===== src/rtl/lin_stat_pkg.sv =====
package lin_stat_pkg;
    typedef enum logic [1:0] {
        LIN_OFF      = 2'b00,
        LIN_SLEEP    = 2'b01,
        LIN_WAIT_BRK = 2'b10,
        LIN_ACTIVE   = 2'b11
    } lin_state_e;

    typedef enum logic [1:0] {
        BD_HIGH = 2'b00,
        BD_LOW  = 2'b01,
        BD_DONE = 2'b10
    } brk_state_e;

    // internal flag slots
    localparam int F_TDRE = 0;
    localparam int F_BRK  = 1;
    localparam int F_FE   = 2;
    localparam int F_OE   = 3;
    localparam int F_ATB  = 4;
    localparam int NFLAGS = 5;
endpackage


===== src/rtl/lin_low_timer.sv =====
module lin_low_timer #(
    parameter int CNT_W = 4
) (
    input  logic             clk,
    input  logic             rst_n,
    input  logic             bit_tick,
    input  logic             rx_in,
    output logic [CNT_W-1:0] low_cnt
);
    localparam logic [CNT_W-1:0] CNT_MAX = '1;

    always_ff @(posedge clk or negedge rst_n) begin
        if (!rst_n)
            low_cnt <= '0;
        else if (rx_in)
            low_cnt <= '0;
        else if (bit_tick && (low_cnt != CNT_MAX))
            low_cnt <= low_cnt + 1'b1;
    end
endmodule


===== src/rtl/lin_break_fsm.sv =====
module lin_break_fsm
    import lin_stat_pkg::*;
#(
    parameter int SLEEP_BITS  = 4,
    parameter int WAIT_BITS   = 11,
    parameter int ACTIVE_BITS = 10,
    parameter int CNT_W       = 4
) (
    input  logic             clk,
    input  logic             rst_n,
    input  logic             rx_in,
    input  logic             lin_en,
    input  lin_state_e       lin_state,
    input  logic [CNT_W-1:0] low_cnt,
    output logic             brk_evt
);
    brk_state_e       st_q, st_d;
    logic [CNT_W-1:0] thr;
    logic             thr_ok;
    logic             reach;

    always_comb begin
        unique case (lin_state)
            LIN_SLEEP:    begin thr = CNT_W'(SLEEP_BITS);  thr_ok = lin_en; end
            LIN_WAIT_BRK: begin thr = CNT_W'(WAIT_BITS);   thr_ok = lin_en; end
            LIN_ACTIVE:   begin thr = CNT_W'(ACTIVE_BITS); thr_ok = lin_en; end
            default:      begin thr = '0;                  thr_ok = 1'b0;   end
        endcase
    end

    assign reach = thr_ok && (low_cnt >= thr);

    always_ff @(posedge clk or negedge rst_n) begin
        if (!rst_n) st_q <= BD_HIGH;
        else        st_q <= st_d;
    end

    always_comb begin
        st_d = st_q;
        unique case (st_q)
            BD_HIGH: if (!rx_in) st_d = BD_LOW;
            BD_LOW: begin
                if (reach)      st_d = BD_DONE;
                else if (rx_in) st_d = BD_HIGH;
            end
            BD_DONE: if (rx_in) st_d = BD_HIGH;
            default: st_d = BD_HIGH;
        endcase
    end

    always_comb begin
        brk_evt = 1'b0;
        unique case (st_q)
            BD_LOW:  brk_evt = reach;
            default: brk_evt = 1'b0;
        endcase
    end
endmodule


===== src/rtl/lin_status_flags.sv =====
module lin_status_flags
    import lin_stat_pkg::*;
(
    input  logic              clk,
    input  logic              rst_n,
    input  logic              lin_en,
    input  logic              lin_master,
    input  logic              brk_evt,
    input  logic              rx_ovr_evt,
    input  logic              rx_frm_evt,
    input  logic              abd_char_evt,
    input  logic              abd_ovf_evt,
    input  logic              tx_hold_wr,
    input  logic              tx_hold_taken,
    input  logic              rd_status,
    input  logic              rd_rxdata,
    output logic [NFLAGS-1:0] flags
);
    localparam logic [NFLAGS-1:0] RST_VAL = NFLAGS'(1) << F_TDRE;

    logic [NFLAGS-1:0] set_v, clr_v;
    logic              slave;

    assign slave = lin_en && !lin_master;

    always_comb begin
        set_v         = '0;
        clr_v         = '0;
        set_v[F_TDRE] = tx_hold_taken;
        clr_v[F_TDRE] = tx_hold_wr;
        set_v[F_BRK]  = brk_evt;
        clr_v[F_BRK]  = rd_status || rd_rxdata;
        set_v[F_FE]   = rx_frm_evt;
        clr_v[F_FE]   = rd_rxdata;
        set_v[F_OE]   = rx_ovr_evt || (slave && abd_ovf_evt);
        clr_v[F_OE]   = rd_rxdata;
        set_v[F_ATB]  = slave && (abd_char_evt || abd_ovf_evt);
        clr_v[F_ATB]  = rd_status || lin_master;
    end

    for (genvar i = 0; i < NFLAGS; i++) begin : g_flag
        always_ff @(posedge clk or negedge rst_n) begin
            if (!rst_n)        flags[i] <= RST_VAL[i];
            else if (set_v[i]) flags[i] <= 1'b1;
            else if (clr_v[i]) flags[i] <= 1'b0;
        end
    end
endmodule


===== src/rtl/lin_uart_status.sv =====
module lin_uart_status
    import lin_stat_pkg::*;
#(
    parameter int SLEEP_BITS  = 4,
    parameter int WAIT_BITS   = 11,
    parameter int ACTIVE_BITS = 10
) (
    input  logic       clk,
    input  logic       rst_n,
    input  logic       bit_tick,
    input  logic       rx_in,
    input  logic       lin_en,
    input  logic       lin_master,
    input  logic [1:0] lin_state,
    input  logic       abd_irq_en,
    input  logic       rx_ovr_evt,
    input  logic       rx_frm_evt,
    input  logic       abd_char_evt,
    input  logic       abd_ovf_evt,
    input  logic       tx_hold_wr,
    input  logic       tx_hold_taken,
    input  logic       tx_shift_busy,
    input  logic       rd_status,
    input  logic       rd_rxdata,
    output logic [7:0] status,
    output logic       brk_flag,
    output logic       rx_irq
);
    localparam int MAX_A  = (SLEEP_BITS > WAIT_BITS) ? SLEEP_BITS : WAIT_BITS;
    localparam int MAX_TH = (MAX_A > ACTIVE_BITS) ? MAX_A : ACTIVE_BITS;
    localparam int CNT_W  = $clog2(MAX_TH + 1);

    logic [CNT_W-1:0]  low_cnt;
    logic              brk_evt;
    logic [NFLAGS-1:0] flags;

    lin_low_timer #(.CNT_W(CNT_W)) u_timer (
        .clk      (clk),
        .rst_n    (rst_n),
        .bit_tick (bit_tick),
        .rx_in    (rx_in),
        .low_cnt  (low_cnt)
    );

    lin_break_fsm #(
        .SLEEP_BITS  (SLEEP_BITS),
        .WAIT_BITS   (WAIT_BITS),
        .ACTIVE_BITS (ACTIVE_BITS),
        .CNT_W       (CNT_W)
    ) u_fsm (
        .clk       (clk),
        .rst_n     (rst_n),
        .rx_in     (rx_in),
        .lin_en    (lin_en),
        .lin_state (lin_state_e'(lin_state)),
        .low_cnt   (low_cnt),
        .brk_evt   (brk_evt)
    );

    lin_status_flags u_flags (
        .clk           (clk),
        .rst_n         (rst_n),
        .lin_en        (lin_en),
        .lin_master    (lin_master),
        .brk_evt       (brk_evt),
        .rx_ovr_evt    (rx_ovr_evt),
        .rx_frm_evt    (rx_frm_evt),
        .abd_char_evt  (abd_char_evt),
        .abd_ovf_evt   (abd_ovf_evt),
        .tx_hold_wr    (tx_hold_wr),
        .tx_hold_taken (tx_hold_taken),
        .rd_status     (rd_status),
        .rd_rxdata     (rd_rxdata),
        .flags         (flags)
    );

    assign status   = {2'b00, flags[F_ATB], flags[F_OE], flags[F_FE], flags[F_BRK],
                       (flags[F_TDRE] && !tx_shift_busy), flags[F_TDRE]};
    assign brk_flag = flags[F_BRK];
    assign rx_irq   = flags[F_ATB] && abd_irq_en;
endmodule


===== config.mk =====
export PLATFORM = sky130hd
export DESIGN_NAME = lin_uart_status
export DESIGN_NICKNAME = d
export VERILOG_FILES = /design/src/rtl/lin_stat_pkg.sv /design/src/rtl/lin_low_timer.sv /design/src/rtl/lin_break_fsm.sv /design/src/rtl/lin_status_flags.sv /design/src/rtl/lin_uart_status.sv
export SDC_FILE = /design/constraint.sdc
export NUM_CORES = 1
export LEC_CHECK = 0
export CAP_MARGIN = 10
export CORE_MARGIN = 1.5
export CORE_UTILIZATION = 40
export CTS_CLUSTER_SIZE = 30
export DETAILED_ROUTE_END_ITERATION = 6
export GPL_TIMING_DRIVEN = 0
export PLACE_DENSITY = 0.77
export SLEW_MARGIN = 15
export SYNTH_ARGS = -nofsm -noshare
export SYNTH_HDL_FRONTEND = slang
export SYNTH_SLANG_ARGS = --single-unit

===== constraint.sdc =====
create_clock -name clk -period 1.5 [get_ports clk]
set_input_delay 0.3 -clock clk [delete_from_list [all_inputs] [get_ports clk]]
set_output_delay 0.3 -clock clk [all_outputs]
set_load 0.005 [all_outputs]

==> reports/qor.yml <==
outcome: "complete, no violations"
cp_num_buf_inv: 1
start_util: 0.424
place.gp.congestion: 0.733
fin_skew_ns: 0.00283
syn_to_final_growth_pct: 49.2
cts_root_buffer: "clkbuf_4"
critical-path-slowest-cell: "clkdlybuf4s50_1"
cts_num_sinks: 11
antenna_found_initial: 0
drv_slew: 0
fp.dieW_um: 42.9
worstMarginPinSlew_ns: 0.504
holdWs_ns: 0.354
cts_tree: "done"
crit_family: "buffers and inverters"
dieArea_mm2: 0.00184
yosysUniqueCellTypes: 27
hold_path_class: "input port to asynchronous set/reset pin"
grt_pass1_vias: 554
crit_path_end: "brk_flag"
post-route-period-util: 0.966
final_util: 0.632
fmaxAchievable_mhz: 690
maxCapViolations: 0
fillCellCount: 125
path_cells: "clkdlybuf4s50_1"
cp_max_fo: 3
yosysTopAreaCell: "dfrtp_1"
cp_num_cells: 1
ys_warn_count: 0
drtAntennaViolNets: 0
avgRoutedWirePerCell_um: 12.7
dp.final_hpwl_mm: 1.13
pre_cts_slack_ns: -0.364
clock_path_buffers: 2
min_period_ns: 1.45
required_ns: 1.20
rows: 14
drcViolationCount: 0
yosys-top-cells-area: "dfrtp_1 (39%), ha_1 (9.8%), dfstp_2 (4.1%)"
rrSetupSlack_ns: 0.10
viasPerCell: 5.00
layout-drive-gt1-share: 0.181
crit_path_start: "u_flags.flags[1]$_DFFE_PN0P_"
cpPeakStageDelay_ns: 0.51
design_area_um2: 952
grt_first_pass_wirelength_mm: 2.49
place_area_um2: 912
r2r_end: "u_timer.low_cnt[0]$_DFFE_PN0P_"
setup_viol: 0
critPathCaptureType: "output pin"
coreArea_mm2: 0.00151
path_clk_slew_ns: 0.07
powerDensity_mw_per_mm2: 724
slew_headroom: 0.663
crit_type: "register to output pin"
wl_mm: 1.40
synth_top_area_frac: 0.392
startpoint_type: "register"
rr_startpoint: "u_timer.low_cnt[0]$_DFFE_PN0P_"
dpl.cell_count: 106
cts_buffers: 3
p_leak_nw: 0.459
dr.pass1.iters: 4
dr_total_vias: 550
grtUsageTotal: 0.193
yosysSeqAreaShare: 0.433
r2r_cells: 4
syn-instance-count: 64
avgSynthCellArea_um2: 9.97
finalHoldViolCount: 0
synth-seq-cells: 11
nets: 118
grt-ovfl-total: 0
clk_latency_ns: 0.28
numPortBuffers: 25
cp.arrival_ns: 1.15
synth_area_um2: 638
peakVddDrop_v: 0.000348
htreeDepth: 1
final_cells: 110
dieHeight_um: 42.9
grt_max_degree: 12
num_io_pins: 28
fin_ws_ns: 0.0517
postCtsSetupRepairBufs: 0
dr.first_iter.drc_count: 4
cts_hold_buffers: 0
rsz0062_at_grt: "false"
n_antenna_cell: 0
[registers in the layout (all words and copies together), names as in the netlist]
signal,flops
u_fsm.st_q,2
u_flags.flags,5
u_timer.low_cnt,4
[metal layers]
| metal | global-route usage | vias to the layer above | routed length [um] |
|---|---|---|---|
| met2 | 0.291 | 20 | 658 |
| met4 | 0.127 | 0 | 48 |
| met3 | 0.0723 | 5 | 91 |
| met5 | 0 | - | 0 |
| li1 | - | 278 | - |
| met1 | 0.227 | 247 | 599 |
[cell usage in the layout (no fill, tap or decap), types with 4 or more instances in the layout]
| master | count |
|---|---|
| clkdlybuf4s50_1 | 19 |
| nand2_1 | 4 |
| a21oi_1 | 5 |
| nor2_1 | 5 |
| dfrtp_1 | 10 |
| ha_1 | 5 |
[per-stage QoR]
step,total power (W),setup TNS [ns]
finish,0.000689,0
global route,0.000734,0
CTS,0.000699,0
detailed placement,0.000484,-1.32
global placement,0.000478,-1.08
floorplan,0.000391,0
[cell usage after synthesis]
library cell	number
a21o_1	2
a21oi_1	5
and2_1	1
and3_4	1
and4b_2	1
buf_4	3
conb_1	1
dfrtp_1	10
dfstp_2	1
ha_1	5
inv_1	4
mux2_4	1
mux2i_1	1
nand2_1	4
nand2b_1	3
nand3b_1	1
nand4_1	1
nor2_1	6
nor2b_1	1
nor2b_4	1
nor3_1	1
nor3b_1	1
o211ai_1	2
o21a_1	2
o21ai_0	2
o31ai_1	2
or2_0	1
[power by group]
part           internal [W]  leakage [nW]  switching, W
clock              0.000103        0.0150      0.000109
combinational     0.0000918         0.305     0.0000565
sequential         0.000315         0.139     0.0000139
[how the worst min path moves through the flow]
stage | endpoint | depth (start not counted) | start
detailed placement | u_flags.flags[3]$_DFFE_PN0P_ | 2 | u_flags.flags[3]$_DFFE_PN0P_
floorplan | u_flags.flags[1]$_DFFE_PN0P_ | 0 | rst_n
CTS | u_timer.low_cnt[2]$_DFFE_PN0P_ | 1 | rst_n
global placement | u_flags.flags[2]$_DFFE_PN0P_ | 1 | u_flags.flags[2]$_DFFE_PN0P_
finish | u_timer.low_cnt[2]$_DFFE_PN0P_ | 1 | rst_n
global route | u_timer.low_cnt[2]$_DFFE_PN0P_ | 1 | rst_n
[repair_timing]
| item | CTS | global route |
|---|---|---|
| endpoints found under the setup margin | 7 | 4 |
| pin swaps | 1 | 1 |
| gates resized for setup | 6 | 7 |
| gates cloned | 0 | 0 |
[cell families (layout without fill, tap and decap cells)]
kind of cell,after synthesis,after routing,share of synthesized area
mux,2,2,0.0392
compound gates,15,15,0.149
buf+inv,7,36,0.0588
other cells,1,2,0.00588
flops,11,11,0.433
fa+ha+maj,5,5,0.0980
simple gates,23,23,0.216
[area by class of cell]
type | count | area, um2 | area share
Multi-Input combinational cell | 47 | 345 | 0.363
Sequential cell | 11 | 277 | 0.290
Timing Repair Buffer | 25 | 246 | 0.259
Clock buffer | 4 | 26.3 | 0.0276
Buffer | 3 | 22.5 | 0.0237
Tap cell | 16 | 20.0 | 0.0210
Inverter | 4 | 15.0 | 0.0158
Note: power is estimated with default switching activity, not from simulation.
